$ cat src/rtl/binsim_top2.sv
module binsim_top2 #(
  parameter int ROWS      = 16,
  parameter int WIDTH     = 64,
  parameter int KEY_DIM   = 128,
  parameter int MAX_TILES = 64
) (
  input  logic                                        clk,
  input  logic                                        rst_n,
  input  logic                                        in_valid,
  output logic                                        in_ready,
  input  logic [WIDTH-1:0]                            in_query,
  input  logic [ROWS*WIDTH-1:0]                       in_keys,
  input  logic                                        in_last,
  output logic                                        out_valid,
  output logic signed [$clog2(KEY_DIM)+1:0]           out_score,
  output logic [$clog2(MAX_TILES)+$clog2(ROWS)-1:0]   out_index,
  output logic                                        out_last
);
  localparam int COLS   = KEY_DIM / WIDTH;
  localparam int COL_W  = (COLS > 1) ? $clog2(COLS) : 1;
  localparam int ROW_W  = $clog2(ROWS);
  localparam int TILE_W = $clog2(MAX_TILES);
  localparam int IDX_W  = TILE_W + ROW_W;
  localparam int SC_W   = $clog2(KEY_DIM) + 2;
  localparam int MC_W   = $clog2(WIDTH) + 1;

  logic                    seg_v, seg_last;
  logic [WIDTH-1:0]        seg_q;
  logic [ROWS*WIDTH-1:0]   seg_k;
  logic [COL_W-1:0]        seg_col, col_cnt;
  logic signed [SC_W-1:0]  acc [ROWS];
  logic signed [SC_W-1:0]  sum [ROWS];
  logic [MC_W-1:0]         mcnt [ROWS];
  logic [TILE_W-1:0]       tile_cnt;
  logic [1:0]              em_cnt;
  logic signed [SC_W-1:0]  em_s0, em_s1, s1, s2;
  logic [IDX_W-1:0]        em_i0, em_i1;
  logic [ROW_W-1:0]        b1, b2;
  logic                    em_last, seg_final, advance, accept;

  assign seg_final = seg_v && (seg_col == COL_W'(COLS - 1));
  assign advance   = seg_v && (!seg_final || em_cnt <= 2'd1);
  assign in_ready  = !seg_v || advance;
  assign accept    = in_valid && in_ready;

  always_ff @(posedge clk) begin
    if (!rst_n) begin
      seg_v   <= 1'b0;
      col_cnt <= '0;
    end else begin
      if (accept) begin
        seg_v    <= 1'b1;
        seg_q    <= in_query;
        seg_k    <= in_keys;
        seg_last <= in_last;
        seg_col  <= col_cnt;
        col_cnt  <= (col_cnt == COL_W'(COLS - 1)) ? '0 : col_cnt + COL_W'(1);
      end else if (advance) begin
        seg_v <= 1'b0;
      end
    end
  end

  always_comb begin
    for (int r = 0; r < ROWS; r++) begin
      logic [WIDTH-1:0] agree;
      agree   = ~(seg_q ^ seg_k[r*WIDTH +: WIDTH]);
      mcnt[r] = '0;
      for (int b = 0; b < WIDTH; b++) mcnt[r] = mcnt[r] + MC_W'(agree[b]);
      sum[r] = ((seg_col == '0) ? SC_W'(0) : acc[r]) + SC_W'(2 * int'(mcnt[r]) - WIDTH);
    end
  end

  always_ff @(posedge clk) begin
    if (advance)
      for (int r = 0; r < ROWS; r++) acc[r] <= sum[r];
  end

  always_comb begin
    if (sum[1] > sum[0]) begin
      s1 = sum[1]; b1 = ROW_W'(1); s2 = sum[0]; b2 = ROW_W'(0);
    end else begin
      s1 = sum[0]; b1 = ROW_W'(0); s2 = sum[1]; b2 = ROW_W'(1);
    end
    for (int r = 2; r < ROWS; r++) begin
      if (sum[r] > s1) begin
        s2 = s1; b2 = b1; s1 = sum[r]; b1 = ROW_W'(r);
      end else if (sum[r] > s2) begin
        s2 = sum[r]; b2 = ROW_W'(r);
      end
    end
  end

  always_ff @(posedge clk) begin
    if (!rst_n) begin
      em_cnt   <= 2'd0;
      em_last  <= 1'b0;
      tile_cnt <= '0;
    end else if (advance && seg_final) begin
      em_cnt   <= 2'd2;
      em_s0    <= s1;
      em_i0    <= {tile_cnt, b1};
      em_s1    <= s2;
      em_i1    <= {tile_cnt, b2};
      em_last  <= seg_last;
      tile_cnt <= seg_last ? '0 : tile_cnt + TILE_W'(1);
    end else if (em_cnt != 2'd0) begin
      em_cnt <= em_cnt - 2'd1;
    end
  end

  assign out_valid = (em_cnt != 2'd0);
  assign out_score = (em_cnt == 2'd2) ? em_s0 : em_s1;
  assign out_index = (em_cnt == 2'd2) ? em_i0 : em_i1;
  assign out_last  = em_last && (em_cnt == 2'd1);

  a_r3_score_range: assert property (@(posedge clk) disable iff (!rst_n)
    out_valid |-> (int'(out_score) >= -KEY_DIM && int'(out_score) <= KEY_DIM && !out_score[0]));

  a_r5_desc_order: assert property (@(posedge clk) disable iff (!rst_n)
    (out_valid && em_cnt == 2'd1) |-> (int'(out_score) <= int'($past(out_score))));

  a_r6_same_tile: assert property (@(posedge clk) disable iff (!rst_n)
    (out_valid && em_cnt == 2'd1) |->
      (out_index[IDX_W-1:ROW_W] == $past(out_index[IDX_W-1:ROW_W]) && out_index != $past(out_index)));

  a_r7_pair: assert property (@(posedge clk) disable iff (!rst_n)
    (em_cnt == 2'd2) |=> out_valid);

  a_r8_last_second: assert property (@(posedge clk) disable iff (!rst_n)
    out_last |-> (out_valid && $past(out_valid)));

  a_r9_hold_beat: assert property (@(posedge clk) disable iff (!rst_n)
    (seg_v && !advance) |=> (seg_v && $stable(seg_q) && $stable(seg_col)));
endmodule

$ cat config.mk
export PLATFORM = sky130hd
export DESIGN_NAME = binsim_top2
export DESIGN_NICKNAME = d
export VERILOG_FILES = /design/src/rtl/binsim_top2.sv
export SDC_FILE = /design/constraint.sdc
export NUM_CORES = 2
export LEC_CHECK = 0
export BUFFER_PORTS_ARGS = -buffer_cell sky130_fd_sc_hd__buf_4
export CORE_ASPECT_RATIO = 0.9
export CORE_UTILIZATION = 40
export CTS_BUF_LIST = sky130_fd_sc_hd__clkbuf_4 sky130_fd_sc_hd__clkbuf_8
export CTS_CLUSTER_SIZE = 30
export DETAILED_ROUTE_END_ITERATION = 6
export GPL_ROUTABILITY_DRIVEN = 0
export PLACE_DENSITY_LB_ADDON = 0.1
export SLEW_MARGIN = 15
export SYNTH_ARGS = -nofsm -noshare
export SYNTH_HDL_FRONTEND = slang
export SYNTH_SLANG_ARGS = --single-unit
export TNS_END_PERCENT = 30
$ cat constraint.sdc
create_clock -name clk -period 47.5 [get_ports clk]
set_input_delay 14.25 -clock clk [delete_from_list [all_inputs] [get_ports clk]]
set_output_delay 14.25 -clock clk [all_outputs]
set_load 0.05 [all_outputs]
# [Yosys cells after proc, flatten, opt, wreduce, memory -nomap -nowiden]
# Memories as Yosys holds them, arrays and structs flattened.
# Index checks and enable logic that the tools add are counted.
[word_totals] reg_bits=1139 ram_bits=144 input_bits=1092 word_cells=1252 memories=1
[memory_table] memory="acc" words=16 width=9 read_ports=16 rd_clocked_by_memory_dff=0 write_ports=16 line="31" rtl="logic signed [SC_W-1:0] acc [ROWS];"
[op_classes] addsub=1043 magnitude_cmp=30 n_eq_ne=2 n_mux=113 n_bitwise=33 n_reduce_logical=15
[op_table] cell="adder 7 x 1 -> 7 bit" n=912
[op_table] cell="NOT 64 bit" n=16
[op_table] cell="XOR 64 bit" n=16
[op_table] cell="2-to-1 mux 9 bit" n=61
[op_table] cell="greater-than comparator 9 bit" n=29
[op_table] cell="2-to-1 mux 4 bit" n=41
[op_table] cell="adder 9 bit" n=16
[op_table] cell="subtractor 8 x 7 -> 9 bit, second input constant" n=16
[op_table] cell="adder 6 x 1 -> 7 bit" n=16
[op_table] cell="adder 5 x 1 -> 6 bit" n=16
[op_table] cell="adder 4 x 1 -> 5 bit" n=16
[op_table] cell="adder 3 x 1 -> 4 bit" n=16
[op_table] cell="adder 2 x 1 -> 3 bit" n=16
[op_table] cell="adder 1 x 1 -> 2 bit" n=16
[op_table] cell="2-to-1 mux 10 bit" n=1
[op_table] cell="2-to-1 mux 1 bit" n=7
[op_table] cell="adder 6 x 1 -> 6 bit, second input constant" n=1
[op_table] cell="2-to-1 mux 6 bit" n=1
[op_table] cell="nonzero test 2 bit" n=3
[op_table] cell="logical AND 1 bit" n=5
[op_table] cell="2-to-1 mux 2 bit" n=2
[op_table] cell="AND reduction 2 bit" n=2
[op_table] cell="== test 2 x 1 -> 1 bit, second input constant" n=1
[op_table] cell="== test 2 bit, second input constant" n=1
[op_table] cell="other kinds (7)" n=9

# [Longest topological paths before layout]
[logic_depth] word_depth=111 depth_mapped=217 ltp_nobuf=199

# [Least setup slack after synthesis]
# OpenSTA, ideal clock, no wires.
[synth_path] path_type="input port to flip-flop" startpoint="in rst_n" endpoint="reg seg_col, enable pin" setup_ps=1619 arrival_ps=38924 path_slack_ps=6957 cell_stages=1 path_buffers=0 path_cell_list="and3_1"
[synth_between] elab_chain_len=1
[synth_rtl] item="start: declaration" line="8" rtl="input logic rst_n,"
[synth_rtl] item="AND reduction 2 bit (no source line)"
[synth_rtl] item="end signal: assignment" line="56" rtl="seg_col <= col_cnt;"
[synth_rtl] item="end: declaration" line="30" rtl="logic [COL_W-1:0] seg_col, col_cnt;"
# Every way passes these cells.
# A chain may end at the register's enable or synchronous reset.

==> results.md <==
* Status: complete, but fails checks
* Failing checks: design-rule violations
* Critical Path Max Stage Delay at 780 ps
* GRT Total Usage at 32.7%
* RSZ-0062 raised after global routing: no
* Seq cells post-synth at 1,277
* DRT Wirelength at 393,000 um
* Fin. max-slew vios at 0
* Final hold viol count at 0
* Setup violators final at 0
* Root Driver: clkbuf_8
* Worst r2r src: seg_q[0]
* Vias in the first global route at 67,300
* CP Capture Type: flip-flop
* FP Rows at 167
* Initial Utilization at 40.4%
* Count of cell types in the netlist at 103
* Crit path time final at 45,490 ps
* CP Max Fanout at 36
* Drt pass-1 iters at 7
* Die height at 460 um
* Syn avg cell area at 12.3 um^2
* Slew margin rel. at 22.3%
* HP Start: tile_cnt[5]
* Most frequent CP cell: o21a_1
* Layout cells sized above 1 at 19.6%
* CP required at 48,170 ps
* Synth warn at 0
* Min-Delay Path Class: flip-flop to flip-flop
* H-tree lvl count at 4
* Detailed Place HPWL at 327,000 um
* DR WL/cell at 32.3 um
* Clk_lat worst skew at 1030 ps
* Worst-case hold slack at 456 ps
* Remaining global-route overflow at 0
* Initial antenna violation count at 97
* # hold bufs at CTS at 0
* TritonCTS buffer count at 232
* Count leader, synth: edfxtp_1
* Worst r2r dst: em_i1[3]
* Area of the mapped netlist at 0.0932 mm^2
* Synth area leader: edfxtp_1
* DRT iter0 DRCs at 7,884
* Achievable Freq at 22.0 MHz
* Core box area at 0.231 mm^2
* Die footprint at 0.235 mm^2
* Area grow syn2layout at 18.6%
* Clock Path Buffers at 4
* Actual slew at the worst max-slew pin at 1160 ps
* Syn nets at 10,300
* Footprint of the multi-input gates at 0.0501 mm^2
* I/O pin cnt at 1,114
* Setup slack, reg-to-reg at 2010 ps
* Synth cell count leaders: edfxtp_1 (1,266), inv_1 (1,064), fa_1 (880), ha_1 (708), xor2_1 (611)
* Hold path depth at 0
* Vias at 66,700
* CTS tree: done
* Placed cells at 11,700
* Post-synth EDFFs at 1,266
* Vias per cell at 5.49
* Critical-path top delay cell: fa_1
* Number of fill cells at 20,900
* Worst Clk Skew at 108 ps
* Worst Path Arrival at 46,160 ps
* Final nets at 11,600
* Cell Count, Final, Fillers Out at 12,200
* Clock slew at reported path FFs at 60 ps
* Main flop type after synthesis: edfxtp_1
* CTS Sinks at 1,277
* R2R cell count at 167
* Max-cap violations at 0
* Largest net degree at the start of global routing at 181
* Post-synth top area share at 40.8%
* Gate Count Post-Synth at 7,604
* Drt drc at 13
* Final setup TNS at 0 ps
* Register area share after synthesis at 41.0%
* Period Utilization, post-route at 95.8%
* DIE WIDTH at 511 um
* Port bufs at 1,113
* Global-route wire length before repair at 528,000 um
* Top area cells in the synthesized netlist: edfxtp_1 (41%), fa_1 (19%), ha_1 (9.5%)
* FFs w/ async S/R, synth at 0%
* CP Launch Type: flip-flop
* Crit path kind: flip-flop to flip-flop
* Storage element area at 0.0382 mm^2
* Routed Antenna Nets at 0
* Hold endpoint: em_i0[9]
## how the worst max path moves through the flow
stage,from,end,slack [ps],cells after the start
6_report,seg_q[0],em_i1[3],2010,167
5_1_grt,seg_q[0],em_i1[3],4,175
4_1_cts,seg_q[11],em_i1[1],840,165
3_5_place_dp,seg_q[11],em_i1[1],1110,165
3_3_place_gp,seg_q[13],em_i1[1],1760,166
2_1_floorplan,rst_n,seg_col,6960,1
## registers in the layout, summed over array words and instances (netlist names), 2 cells and up
| name | flops |
|---|---|
| seg_k | 1024 |
| acc | 144 |
| seg_q | 64 |
| em_i0 | 10 |
| em_s0 | 9 |
| em_s1 | 9 |
| tile_cnt | 6 |
| em_i1 | 4 |
| em_cnt | 2 |
## timing repair
item | CTS | global route
setup buffers | 0 | 28
endpoints found under the setup margin | 0 | 26
resized for setup | 0 | 18
## layout by cell type (no fill, tap or decap), types with 44 or more instances in the layout
master	netlist	final
a211oi_1	52	52
a21o_1	65	64
a21oi_1	280	278
a31oi_1	45	44
and2_1	106	104
buf_4	1	1288
clkbuf_4	0	61
clkbuf_8	0	235
clkinv_1	0	62
diode_2	0	52
edfxtp_1	1266	1266
fa_1	880	880
ha_1	708	708
inv_1	1064	1064
nand2_1	321	319
nand3_1	90	90
nor2_1	284	281
nor3_1	75	74
o21a_1	80	80
o21ai_0	166	164
o21bai_1	59	59
xnor2_1	562	562
xor2_1	611	611
## routing by layer
layer,GRT usage [%],vias to the layer above,part of all wire (%)
met5,0,-,0.064
li1,-,28400,-
met4,18.6,36,6.6
met1,42.6,33600,40
met3,8.02,876,9.2
met2,49.9,3724,44
## worst max-delay path: cells and delay by family, from the launching register on
family                   cells  cell delay, ps
AO/OA/AOI/OAI               77           19020
XOR/XNOR                     2             300
adder cells (fa/ha/maj)     28           10920
buffers and inverters       17            3660
flip-flops                   1             550
AND/OR/NAND/NOR             43           10550
## per-stage QoR
stage | cell area [um^2] | util, % | worst slack (ps)
finish | 111000 | 47.9 | 2010
global route | 110000 | 47.9 | 4.36
CTS | 110000 | 47.7 | 837
detailed placement | 106000 | 45.8 | 1110
global placement | 106000 | 45.8 | 1760
floorplan | 93200 | - | 6960
## logic make-up (layout without fill, tap and decap cells)
kind of cell / Yosys count / in the layout / share of synthesized area [%]
xor gates and xnor gates: 1173 / 1173 / 11.0
buffers and inverters: 1325 / 2777 / 5.35
and+or+nand+nor: 1094 / 1094 / 5.61
other: 0 / 52 / 0
AOI/OAI and AO/OA: 1105 / 1105 / 8.12
DFF: 1277 / 1277 / 41.0
muxes: 40 / 40 / 0.463
adders and majority gates: 1590 / 1590 / 28.4
## cell type report
cell class,instances,area share [%]
Antenna cell,52,0.118
Timing Repair Buffer,1294,8.86
Clock buffer,296,3.34
Sequential cell,1277,34.6
Tap cell,3042,3.44
Inverter,1067,3.62
Clock inverter,120,0.695
Multi-Input combinational cell,5002,45.3
Power is left out: the tool's default activity adds up to more than one toggle a clock period on the data nets, which glitch-free logic cannot reach.
